$ cat src/rtl/seq_pkg.sv
package seq_pkg;

  typedef enum logic [1:0] {
    OP_NOP  = 2'b00,
    OP_IDLE = 2'b01,
    OP_XACT = 2'b10,
    OP_RSVD = 2'b11
  } seq_op_e;

  typedef enum logic [1:0] {
    ST_REQUEST = 2'b00,
    ST_IDLE    = 2'b01,
    ST_BUSY    = 2'b10
  } seq_state_e;

endpackage

$ cat src/rtl/seq_rst_sync.sv
module seq_rst_sync #(
  parameter int STAGES = 2
) (
  input  logic clk,
  input  logic rst_n,
  output logic rst_sync_n
);

  logic [STAGES-1:0] shift_q;

  always_ff @(posedge clk or negedge rst_n) begin
    if (!rst_n) begin
      shift_q <= '0;
    end else begin
      shift_q <= {shift_q[STAGES-2:0], 1'b1};
    end
  end

  assign rst_sync_n = shift_q[STAGES-1];

endmodule

$ cat src/rtl/seq_idle_cnt.sv
module seq_idle_cnt #(
  parameter int CNT_W = 16
) (
  input  logic             clk,
  input  logic             rst_n,
  input  logic             load,
  input  logic [CNT_W-1:0] count_in,
  input  logic             dec,
  input  logic             clr,
  output logic             last
);

  logic [CNT_W-1:0] cnt_q;
  logic [CNT_W-1:0] cnt_d;
  logic             cnt_en;

  // Remaining idle cycles after the acceptance cycle: max(N,1)-1
  always_comb begin
    cnt_en = load | dec | clr;
    cnt_d  = cnt_q;
    if (clr) begin
      cnt_d = '0;
    end else if (load) begin
      cnt_d = (count_in == '0) ? '0 : count_in - 1'b1;
    end else if (dec && cnt_q != '0) begin
      cnt_d = cnt_q - 1'b1;
    end
  end

  always_ff @(posedge clk or negedge rst_n) begin
    if (!rst_n) begin
      cnt_q <= '0;
    end else if (cnt_en) begin
      cnt_q <= cnt_d;
    end
  end

  assign last = (cnt_q <= {{(CNT_W-1){1'b0}}, 1'b1});

endmodule

$ cat src/rtl/seq_ctrl.sv
module seq_ctrl
  import seq_pkg::*;
#(
  parameter int PAY_W = 16
) (
  input  logic             clk,
  input  logic             rst_n,
  input  logic             in_valid,
  input  logic [1:0]       in_opcode,
  input  logic [PAY_W-1:0] in_payload,
  input  logic             wakeup,
  input  logic             eng_done,
  input  logic             cnt_last,
  output logic             in_req,
  output logic             cnt_load,
  output logic             cnt_dec,
  output logic             cnt_clr,
  output logic             eng_start,
  output logic [PAY_W-1:0] eng_data,
  output logic             wakeup_error,
  output logic             st_idle,
  output logic             st_busy
);

  seq_state_e state_q, state_d;
  seq_op_e    op;
  logic       take;
  logic       take_xact;
  logic       take_long_idle;
  logic       start_q;
  logic [PAY_W-1:0] data_q;
  logic       err_q, err_d;

  assign op             = seq_op_e'(in_opcode);
  assign take           = (state_q == ST_REQUEST) && in_valid;
  assign take_xact      = take && (op == OP_XACT);
  assign take_long_idle = take && (op == OP_IDLE) &&
                          (in_payload > {{(PAY_W-1){1'b0}}, 1'b1});

  // next-state
  always_comb begin
    state_d = state_q;
    unique case (state_q)
      ST_REQUEST: begin
        if (take_xact) begin
          state_d = ST_BUSY;
        end else if (take_long_idle) begin
          state_d = ST_IDLE;
        end
      end
      ST_IDLE: begin
        if (wakeup || cnt_last) begin
          state_d = ST_REQUEST;
        end
      end
      ST_BUSY: begin
        if (eng_done) begin
          state_d = ST_REQUEST;
        end
      end
      default: state_d = ST_REQUEST;
    endcase
  end

  always_comb begin
    err_d = err_q | (wakeup && (state_q != ST_IDLE));
  end

  assign cnt_load = take_long_idle;
  assign cnt_dec  = (state_q == ST_IDLE) && !wakeup;
  assign cnt_clr  = (state_q == ST_IDLE) && (wakeup || cnt_last);

  // registers
  always_ff @(posedge clk or negedge rst_n) begin
    if (!rst_n) begin
      state_q <= ST_REQUEST;
      start_q <= 1'b0;
      err_q   <= 1'b0;
    end else begin
      state_q <= state_d;
      start_q <= take_xact;
      err_q   <= err_d;
    end
  end

  always_ff @(posedge clk or negedge rst_n) begin
    if (!rst_n) begin
      data_q <= '0;
    end else if (take_xact) begin
      data_q <= in_payload;
    end
  end

  assign in_req       = (state_q == ST_REQUEST);
  assign eng_start    = start_q;
  assign eng_data     = data_q;
  assign wakeup_error = err_q;
  assign st_idle      = (state_q == ST_IDLE);
  assign st_busy      = (state_q == ST_BUSY);

endmodule

$ cat src/rtl/seq_out_fwd.sv
module seq_out_fwd #(
  parameter int OUT_W = 8
) (
  input  logic             clk,
  input  logic             rst_n,
  input  logic             src_valid,
  input  logic [OUT_W-1:0] src_data,
  output logic             dst_valid,
  output logic [OUT_W-1:0] dst_data
);

  logic             vld_q;
  logic [OUT_W-1:0] dat_q;

  always_ff @(posedge clk or negedge rst_n) begin
    if (!rst_n) begin
      vld_q <= 1'b0;
    end else begin
      vld_q <= src_valid;
    end
  end

  always_ff @(posedge clk or negedge rst_n) begin
    if (!rst_n) begin
      dat_q <= '0;
    end else if (src_valid) begin
      dat_q <= src_data;
    end
  end

  assign dst_valid = vld_q;
  assign dst_data  = dat_q;

endmodule

$ cat src/rtl/txn_input_sequencer.sv
module txn_input_sequencer #(
  parameter int PAY_W       = 16,
  parameter int OUT_W       = 8,
  parameter int SYNC_STAGES = 2
) (
  input  logic             clk,
  input  logic             rst_n,
  output logic             in_req,
  input  logic             in_valid,
  input  logic [1:0]       in_opcode,
  input  logic [PAY_W-1:0] in_payload,
  input  logic             wakeup,
  output logic             eng_start,
  output logic [PAY_W-1:0] eng_data,
  input  logic             eng_done,
  input  logic             eng_out_valid,
  input  logic [OUT_W-1:0] eng_out_data,
  output logic             out_valid,
  output logic [OUT_W-1:0] out_data,
  output logic             wakeup_error
);

  logic rst_sync_n;
  logic cnt_load, cnt_dec, cnt_clr, cnt_last;
  logic st_idle, st_busy;

  seq_rst_sync #(.STAGES(SYNC_STAGES)) u_rst (
    .clk        (clk),
    .rst_n      (rst_n),
    .rst_sync_n (rst_sync_n)
  );

  seq_idle_cnt #(.CNT_W(PAY_W)) u_cnt (
    .clk      (clk),
    .rst_n    (rst_sync_n),
    .load     (cnt_load),
    .count_in (in_payload),
    .dec      (cnt_dec),
    .clr      (cnt_clr),
    .last     (cnt_last)
  );

  seq_ctrl #(.PAY_W(PAY_W)) u_ctrl (
    .clk          (clk),
    .rst_n        (rst_sync_n),
    .in_valid     (in_valid),
    .in_opcode    (in_opcode),
    .in_payload   (in_payload),
    .wakeup       (wakeup),
    .eng_done     (eng_done),
    .cnt_last     (cnt_last),
    .in_req       (in_req),
    .cnt_load     (cnt_load),
    .cnt_dec      (cnt_dec),
    .cnt_clr      (cnt_clr),
    .eng_start    (eng_start),
    .eng_data     (eng_data),
    .wakeup_error (wakeup_error),
    .st_idle      (st_idle),
    .st_busy      (st_busy)
  );

  seq_out_fwd #(.OUT_W(OUT_W)) u_out (
    .clk       (clk),
    .rst_n     (rst_sync_n),
    .src_valid (eng_out_valid),
    .src_data  (eng_out_data),
    .dst_valid (out_valid),
    .dst_data  (out_data)
  );

endmodule

$ cat config.mk
export PLATFORM = sky130hd
export DESIGN_NAME = txn_input_sequencer
export DESIGN_NICKNAME = d
export VERILOG_FILES = /design/src/rtl/seq_pkg.sv /design/src/rtl/seq_rst_sync.sv /design/src/rtl/seq_idle_cnt.sv /design/src/rtl/seq_ctrl.sv /design/src/rtl/seq_out_fwd.sv /design/src/rtl/txn_input_sequencer.sv
export SDC_FILE = /design/constraint.sdc
export NUM_CORES = 1
export LEC_CHECK = 0
export ABC_CLOCK_PERIOD_IN_PS = 2300
export BUFFER_PORTS_ARGS = -buffer_cell sky130_fd_sc_hd__buf_2
export CAP_MARGIN = 20
export CORE_MARGIN = 5
export CORE_UTILIZATION = 50
export CTS_BUF_LIST = sky130_fd_sc_hd__clkbuf_4
export DETAILED_ROUTE_END_ITERATION = 6
export PLACE_DENSITY = 0.81
export SYNTH_ARGS = -nofsm -noshare
export SYNTH_HDL_FRONTEND = slang
export SYNTH_SLANG_ARGS = --single-unit
export TNS_END_PERCENT = 50
$ cat constraint.sdc
create_clock -name clk -period 2.3 [get_ports clk]
set_clock_uncertainty 0.2 [all_clocks]
set_input_delay 0 -clock clk [delete_from_list [all_inputs] [get_ports clk]]
set_output_delay 0 -clock clk [all_outputs]
set_load 0.05 [all_outputs]
# Word level (Yosys, flattened, before mapping)
# Cells that the tools add are included.
dict set report classes {
  n_bitwise 3
  order_cmp 2
  muxes 9
  n_eq_ne 8
  add_sub_neg 2
  n_reduce_logical 16
}
# operator n
set op_table {}
lappend op_table {{$mux W16} 4}
lappend op_table {{$sub A16 B1 Y16 const B} 2}
lappend op_table {{$gt A16 B1 Y1 const B} 1}
lappend op_table {{$le A16 B1 Y1 const B} 1}
lappend op_table {{$logic_not A16 Y1} 1}
lappend op_table {{$reduce_bool A16 Y1} 1}
lappend op_table {{$logic_and A1 B1 Y1} 8}
lappend op_table {{$mux W2} 4}
lappend op_table {{$pmux W2 S3} 1}
lappend op_table {{$eq A2 B1 Y1 const B} 2}
lappend op_table {{$eq A2 B2 Y1 const B} 2}
lappend op_table {{$ne A2 B1 Y1 const B} 2}
lappend op_table {{$ne A3 B1 Y1 const B} 1}
lappend op_table {{$or A1 B1 Y1} 3}
lappend op_table {{$reduce_and A3 Y1} 1}
lappend op_table {{$reduce_bool A3 Y1} 1}
lappend op_table {{$logic_not A2 Y1} 1}
lappend op_table {{$ne A2 B2 Y1 const B} 1}
lappend op_table {{$reduce_and A2 Y1} 1}
lappend op_table {{$logic_not A1 Y1} 1}
lappend op_table {{$logic_or A1 B1 Y1} 1}
dict set report word_totals {
  input_bits 32
  regBits 47
  out_inout_bits 28
  wordCells 48
}

# Depth between registers and ports, before layout
# Gate-level depths: netlist of run 1.
dict set report logic_depth {
  ltp_word 7
  depth_mapped 8
  mapped_depth_nobuf 7
}

# Modules after synthesis
# From an unflattened synthesis of run 1, not the netlist that was laid out.
dict set report unflattened {
  hier_cells 245
  area_unflattened_um2 2705.1
}
# mod instances area_each_um2 cells_each seq_area_each_um2
set modules_own_cells {}
lappend modules_own_cells {seq_idle_cnt 1 1436.4 167 400.4}
lappend modules_own_cells {seq_ctrl 1 858.3 57 500.5}
lappend modules_own_cells {seq_out_fwd 1 356.6 18 225.2}
lappend modules_own_cells {seq_rst_sync 1 53.8 3 50.0}

# Worst setup path before layout of run 1
# No wires, ideal clock.
dict set report synth_timing {
  path_kind {flip-flop to flip-flop}
  startpoint {register u_cnt.cnt_q[0]}
  endpoint {register u_cnt.cnt_q[1]}
  path_buffers 0
  arrival_time_ns 2.090
  required_time_ns 2.005
  period_less_slack_ns 2.386
  setup_time_ns 0.095
  stages_incl_launch_ff 8
  path_slack_ns -0.086
  cell_sequence {dfrtp_1 > inv_1 > ha_1 > or4b_2 > nor4_4 > nor2_1 > mux2_2 > o31ai_1}
}
dict set report synth_via {
  elab_chain_cells 5
  word_cells_on_any_way 12
  classes_between {1 x add/sub; 1 x order compare; 3 x mux; 1 x bitwise; 6 x reduce/logical}
}
# element line
set synth_lines {}
lappend synth_lines {{from (decl)} seq_idle_cnt.sv:13} ;# logic [CNT_W-1:0] cnt_q;
lappend synth_lines {{from (signal assigned)} seq_idle_cnt.sv:34} ;# cnt_q <= cnt_d;
lappend synth_lines {{$le A16 B1 Y1} seq_idle_cnt.sv:38} ;# assign last = (cnt_q <= {{(CNT_W-1){1'b0}}, 1'b1});
lappend synth_lines {{$logic_or A1 B1 Y1} seq_ctrl.sv:71} ;# assign cnt_clr = (state_q == ST_IDLE) && (wakeup || cnt_last);
lappend synth_lines {{$logic_and A1 B1 Y1} seq_ctrl.sv:71}
lappend synth_lines {{$reduce_bool A3 Y1 (no line) or $or A1 B1 Y1 (tied branches)} n/a}
lappend synth_lines {{$reduce_and A2 Y1 (no line)} n/a}
# Parallel ways exist; a longest one is shown, timed or not. The select of a mux whose other input is x is not followed.
# A chain may end at the register's enable or synchronous reset.

# Final worst setup path of run 1
dict set report layout_timing {
  startpoint {register u_cnt.cnt_q[5]}
  endpoint {register u_cnt.cnt_q[0]}
}
# The elaborated chain is that of the path after synthesis.

==> flow_metrics.py, run 1 <==
metrics = {
    "synthesis": {
        "mappedNetlistNets": 262,
        "netlist_area_mm2": 0.00248,
        "synth.lib_cells_used.distinct": 44,
        "netlist_top_cells_area": "sky130_fd_sc_hd__dfrtp_1 47%, sky130_fd_sc_hd__mux2_2 10%, sky130_fd_sc_hd__xnor2_1 7.0%",
        "yosysTopAreaCell": "sky130_fd_sc_hd__dfrtp_1",
        "synth_seq_area_share_pct": 47.3,
        "synth_top_area_share_pct": 47.3,
        "post_synth_inst_count": 225,
        "syn_area_per_cell_um2": 11.0,
        "yosysWarningCount": 0,
        "ys_ff_latch": 47,
    },
    "detailed_routing": {
        "postRouteAntennaNets": 0,
        "dr.first_iter.drc_count": 210,
        "avgViaCountPerCell": 5.81,
        "detail_route.drc_violations": 0,
        "avgRoutedWirePerCell_um": 19.8,
        "drt_total_wl_mm": 8.21,
        "drt_pass1_iterations": 4,
        "vias": 2407,
    },
    "clock_network": {
        "post-cts-setup-buffers": 0,
        "clk_pin_slew_ps": 140,
        "clock_tree_from_tritoncts": "done",
        "cts-buffers-inserted": 5,
        "cts_htree_levels": 2,
        "cts-root-to-sink-buffers": 2,
        "root_buffer": "sky130_fd_sc_hd__clkbuf_4",
        "clock_insertion_delay_at_the_later_pin_of_the_skew_report_ps": 380,
        "clock-sinks": 47,
    },
    "die": {
        "start_util_pct": 51.9,
        "core_region_area_mm2": 0.00479,
        "chipWidth_um": 80.5,
        "dieHeight_um": 80.5,
        "pin_count": 60,
        "core.rowCount": 25,
        "die_area_mm2": 0.00648,
    },
    "global_route": {
        "first_global_vias": 2562,
        "grtUsageTotal_pct": 26.4,
        "first_pass_grt_wire_length_mm": 12.9,
        "largest_net_degree_at_the_start_of_global_routing": 30,
        "initial_antenna_violation_count": 0,
        "grt-ovfl-total": 0,
    },
    "status": {
        "violations": "hold timing, setup timing",
        "status": "complete, but fails checks",
    },
    "worst_setup_path": {
        "cp-end-kind": "flip-flop",
        "critPathArrivalTime_ps": 2440,
        "timing.critical_path.from": "u_cnt.cnt_q[5]$_DFFE_PN0P_",
        "r2r_start": "u_cnt.cnt_q[5]$_DFFE_PN0P_",
        "category_of_the_critical_setup_timing_path": "reg2reg",
        "worstSetupStartpointType": "flip-flop",
        "critical_path_peak_fanout": 4,
        "cp_data_required_time_ps": 2360,
    },
    "layout": {
        "insertedDiodeCount": 0,
        "stdcell_count": 414,
        "final_layout_size_suffix_gt1_share_pct": 43.5,
        "mostFrequentLayoutCells": "59 x sky130_fd_sc_hd__buf_2, 46 x sky130_fd_sc_hd__dfrtp_1, 35 x sky130_fd_sc_hd__dlygate4sd3_1",
        "finalInstanceArea_mm2": 0.00364,
        "final_net_count": 383,
        "area_delta_synth_final_pct": 46.6,
        "nFillCells": 256,
        "most_common_cell_after_layout_fill_and_taps_aside": "sky130_fd_sc_hd__buf_2",
    },
    "sta": {
        "fin_crit_ps": 2380,
        "report.final.hold_viol_count": 5,
        "hold_ws_ps": -2.00,
        "worst_pin_slew_ps": 522,
        "slew_headroom_pct": 65.1,
        "post-route-period-util_pct": 103,
        "final_max_slew_viol_count": 0,
        "setup_repair_after_global_routing_missed_its_margin": "yes",
        "fmax_mhz": 421,
        "finalWorstSetupSlack_ps": -77.8,
        "setup_viol_count_final": 14,
    },
    "job": {
        "drv.max_cap_violation_count": 0,
    },
    "placed_design": {
        "dp_cells": 371,
        "place_congestion": 0.802,
        "buffer_ports.inserted": 59,
        "hpwl_mm": 4.60,
        "placedInstanceArea_mm2": 0.00306,
    },
    "hold_path": {
        "min-delay-path-class": "reg2async",
    },
    "pwr": {
        "leakage_uw": 0.00156,
        "power.density_cell_area_mw_per_mm2": 878,
        "ir_drop_mv": 0.711,
    },
}
-- what timing repair did --
action                                  CTS  global route
endpoints found under the setup margin   16            16
hold buffers                             35             0
hold endpoints to repair                 47             0
resized for setup                         3            22
pin swaps                                 3            13
-- synth_stat cells (all sizes together) --
cell / n
or4: 4
nand4b: 3
a31o: 1
or2: 2
o31ai: 1
a31oi: 1
conb: 1
and2: 1
dfrtp: 47
o311a: 1
nand4: 4
o21a: 1
nor2b: 1
nand3b: 1
or4b: 1
o21bai: 1
nor4b: 1
or3: 3
xnor2: 20
nor3b: 3
buf: 2
nand2: 7
nor4: 10
clkbuf: 6
nor2: 24
nand2b: 2
a211oi: 16
xor2: 5
a311oi: 1
ha: 5
o21ai: 6
nand3: 2
o31a: 1
mux2: 23
inv: 6
nor3: 10
o41ai: 1
-- per-layer routing --
layer	global-route usage [%]	vias to the layer above	share of wire [%]
met4	12.0	0	4.3
met2	46.4	114	52
li1	-	1064	-
met5	0	-	0
met3	5.83	30	5.6
met1	30.3	1199	38
-- layout make-up --
cell class / instances / area, um2 / share of cell area, %
well taps: 67 / 83.8 / 2.30
clock buffers: 6 / 45.0 / 1.24
clock inverters: 2 / 60.1 / 1.65
inverters: 6 / 22.5 / 0.618
repair buffers: 122 / 872 / 23.9
flip-flops and latches: 47 / 1180 / 32.3
multi-input cells: 164 / 1380 / 37.9
-- per-stage QoR --
stage	hold WS [ps]	power [uW]	setup TNS, ps	util, %	setup slack (ps)
6_report	-2.00	3200	-507	76.1	-77.8
2_1_floorplan	-496	1970	-251	-	-46.1
3_5_place_dp	-413	2370	-621	63.9	-75.4
4_1_cts	14.1	3040	-37.8	73.5	-10.6
5_1_grt	44.4	3340	-1810	76.1	-203
3_3_place_gp	-412	2330	-25.1	63.9	-18.3
-- logic make-up after synthesis --
logic type | Yosys count | synth area share, %
other cells | 1 | 0.151
mux | 23 | 10.4
simple gates | 79 | 18.7
fa+ha+maj | 5 | 2.52
xor+xnor | 25 | 8.81
compound gates | 31 | 9.52
flops | 47 | 47.3
buf+inv | 14 | 2.57
-- state kept, by name, indices dropped and copies added (netlist names) --
register / count
u_ctrl.state_q: 2
u_ctrl.wakeup_error: 1
u_out.dst_data: 8
u_ctrl.eng_start: 1
u_ctrl.eng_data: 16
u_rst.shift_q: 2
u_cnt.cnt_q: 16
u_out.dst_valid: 1
-- critical path, stage by stage, from the launching register on --
cell and delay [ps]:
sky130_fd_sc_hd__dfrtp_1 410, sky130_fd_sc_hd__or4_4 570, sky130_fd_sc_hd__buf_6 140, sky130_fd_sc_hd__nor4_4 340, sky130_fd_sc_hd__nor2_2 100, sky130_fd_sc_hd__xnor2_1 140, sky130_fd_sc_hd__a211oi_1 370
-- where the power goes --
group          switching [uW]  leakage, uW  total, uW  internal [uW]
Combinational             818     0.000947       1370            554
Sequential                167     0.000561       1200           1030
Clock                     277    0.0000559        628            351
-- worst paths after layout --
path                       slack (ps)                              end  cells after the start
min in group clk                  170       u_rst.shift_q[1]$_DFF_PN0_                      0
hold / removal                     -2   u_ctrl.eng_data[1]$_DFFE_PN0P_                      0
hold reg to reg                    -2   u_ctrl.eng_data[1]$_DFFE_PN0P_                      0
setup / recovery                  -80       u_cnt.cnt_q[0]$_DFFE_PN0P_                      6
setup reg to reg                  -80       u_cnt.cnt_q[0]$_DFFE_PN0P_                      6
max in group asynchronous        1400  u_ctrl.eng_data[15]$_DFFE_PN0P_                      1
Note: power is estimated with default switching activity, not from simulation.
==> run 2: changes to the inputs <==
Settings changed: RECOVER_POWER set to 50.
==> flow_metrics.py, run 2 (synthesized netlist as in run 1, its figures left out) <==
metrics = {
    "worst_setup_path": {
        "critical-path-slowest-cell": "sky130_fd_sc_hd__or4b_4",
        "r2r_start": "u_cnt.cnt_q[0]$_DFFE_PN0P_",
        "worst-path-buf-inv": 2,
        "worst_r2r_endpoint": "u_cnt.cnt_q[8]$_DFFE_PN0P_",
        "timing.critical_path.from": "u_cnt.cnt_q[0]$_DFFE_PN0P_",
        "worstPathCellList": "inv_1 > ha_1 > or4b_4 > buf_4 > nor3_2 > nor3_1 > xnor2_1 > a211oi_1",
        "critPathArrivalTime_ps": 2450,
        "path_depth": 8,
        "worstSetupStartpointType": "flip-flop",
        "timing.critical_path.max_delay_family": "simple AND/OR/NAND/NOR gates",
        "cp_data_required_time_ps": 2390,
        "critical_path_peak_fanout": 3,
        "longest_individual_stage_delay_on_the_worst_path_ps": 480,
        "r2r.worst_path.cells": 8,
        "category_of_the_critical_setup_timing_path": "reg2reg",
        "endpoint": "u_cnt.cnt_q[8]$_DFFE_PN0P_",
        "cp-end-kind": "flip-flop",
        "worst_r2r_setup_slack_ps": -60,
    },
    "global_route": {
        "largest_net_degree_at_the_start_of_global_routing": 30,
        "grt-ovfl-total": 0,
        "grtUsageTotal_pct": 26.4,
        "initial_antenna_violation_count": 0,
        "first_global_vias": 2562,
        "first_pass_grt_wire_length_mm": 12.9,
    },
    "detailed_routing": {
        "avgViaCountPerCell": 5.75,
        "dr.first_iter.drc_count": 202,
        "drt_pass1_iterations": 4,
        "drt_total_wl_mm": 8.19,
        "detail_route.drc_violations": 0,
        "vias": 2382,
        "avgRoutedWirePerCell_um": 19.8,
        "postRouteAntennaNets": 0,
    },
    "clock_network": {
        "cts-root-to-sink-buffers": 2,
        "cts_htree_levels": 2,
        "clock-sinks": 47,
        "cts-buffers-inserted": 5,
        "clock_insertion_delay_at_the_later_pin_of_the_skew_report_ps": 380,
        "clock_tree_from_tritoncts": "done",
        "post-cts-setup-buffers": 0,
        "clk_pin_slew_ps": 150,
        "root_buffer": "sky130_fd_sc_hd__clkbuf_4",
    },
    "placed_design": {
        "hpwl_mm": 4.60,
        "buffer_ports.inserted": 59,
        "place_congestion": 0.802,
        "place_worst_setup_slack_ps": -75.4,
        "dp_cells": 371,
    },
    "layout": {
        "area_delta_synth_final_pct": 45.9,
        "stdcell_count": 414,
        "insertedDiodeCount": 0,
        "final_net_count": 383,
        "most_common_cell_after_layout_fill_and_taps_aside": "sky130_fd_sc_hd__buf_2",
        "nFillCells": 260,
        "mostFrequentLayoutCells": "58 x sky130_fd_sc_hd__buf_2, 47 x sky130_fd_sc_hd__dfrtp_1, 35 x sky130_fd_sc_hd__dlygate4sd3_1",
        "final_layout_size_suffix_gt1_share_pct": 42.9,
    },
    "job": {
        "drv.max_cap_violation_count": 0,
    },
    "die": {
        "dieHeight_um": 80.5,
        "die_area_mm2": 0.00648,
        "chipWidth_um": 80.5,
        "core.rowCount": 25,
        "pin_count": 60,
        "core_region_area_mm2": 0.00479,
        "start_util_pct": 51.9,
    },
    "status": {
        "violations": "setup timing",
        "status": "complete, but fails checks",
    },
    "sta": {
        "report.final.hold_viol_count": 0,
        "setup_viol_count_final": 12,
        "final_max_slew_viol_count": 0,
        "slew_headroom_pct": 50.0,
        "fmax_mhz": 423,
        "setup_repair_after_global_routing_missed_its_margin": "yes",
        "worst_pin_slew_ps": 750,
        "fin_crit_ps": 2360,
        "finalWorstSetupSlack_ps": -63.7,
        "hold_ws_ps": 88.7,
        "post-route-period-util_pct": 103,
    },
    "pwr": {
        "power.density_cell_area_mw_per_mm2": 880,
        "leakage_uw": 0.00156,
        "ir_drop_mv": 0.709,
        "p_total_uw": 3190,
    },
    "hold_path": {
        "min-delay-path-class": "reg2async",
    },
}
-- run 2: cell types whose count changed in the layout (fill, tap and decap cells not counted), sizes merged --
cell / before / now
buf: 87 / 85
clkbuf: 6 / 8
-- run 2: how the worst min path moves through the flow --
| stage | slack [ps] | cells past startpoint | start | endpoint |
|---|---|---|---|---|
| final | 90 | 0 | u_rst.shift_q[1]$_DFF_PN0_ | u_ctrl.eng_data[1]$_DFFE_PN0P_ |
| after global routing | 170 | 0 | u_rst.shift_q[1]$_DFF_PN0_ | u_ctrl.eng_data[1]$_DFFE_PN0P_ |
| after CTS | 10 | 0 | u_rst.shift_q[1]$_DFF_PN0_ | u_out.dst_data[6]$_DFFE_PN0P_ |
| after detailed placement | -410 | 1 | rst_n | u_rst.shift_q[0]$_DFF_PN0_ |
| after global placement | -410 | 1 | rst_n | u_rst.shift_q[0]$_DFF_PN0_ |
| after floorplan | -500 | 0 | rst_n | u_rst.shift_q[0]$_DFF_PN0_ |
-- run 2: layout make-up --
class                   count  area, um2  area share (%)
well taps                  67       83.8            2.31
inverters                   6       22.5           0.621
flip-flops and latches     47       1180            32.4
multi-input cells         164       1380            38.1
repair buffers            122        856            23.6
clock inverters             2       60.1            1.66
clock buffers               6       45.0            1.24
-- run 2: routing by layer --
| metal | GRT usage (%) | up-vias | wire length [um] |
|---|---|---|---|
| met4 | 12.0 | 0 | 369 |
| met3 | 5.83 | 32 | 467 |
| li1 | - | 1062 | - |
| met5 | 0 | - | 0 |
| met1 | 30.3 | 1176 | 3090 |
| met2 | 46.4 | 112 | 4270 |
-- run 2: report_power, final --
group	total [uW]	switching [uW]	internal [uW]
sequential	1200	167	1030
combinational	1370	818	551
clock	625	275	351
-- run 2: what timing repair did --
action,CTS,global route
endpoints found under the hold margin,47,0
cloned,0,0
endpoints found under the setup margin,16,16
pin swaps,3,13
gates resized for setup,3,22
hold buffers,35,0
-- run 2: worst register-to-register path: stages (launching register included) --
cell and delay, ps:
sky130_fd_sc_hd__dfrtp_1 430, sky130_fd_sc_hd__inv_1 100, sky130_fd_sc_hd__ha_1 150, sky130_fd_sc_hd__or4b_4 480
sky130_fd_sc_hd__buf_4 170, sky130_fd_sc_hd__nor3_2 190, sky130_fd_sc_hd__nor3_1 110, sky130_fd_sc_hd__xnor2_1 170
sky130_fd_sc_hd__a211oi_1 270
-- run 2: stage by stage --
| step | util (%) | setup TNS, ps | area, um2 |
|---|---|---|---|
| 2_1_floorplan | - | -251 | 2500 |
| 3_3_place_gp | 63.9 | -25.1 | 3060 |
| 3_5_place_dp | 63.9 | -621 | 3060 |
| 4_1_cts | 73.5 | -37.8 | 3520 |
| 5_1_grt | 75.7 | -1810 | 3620 |
| 6_report | 75.7 | -425 | 3620 |
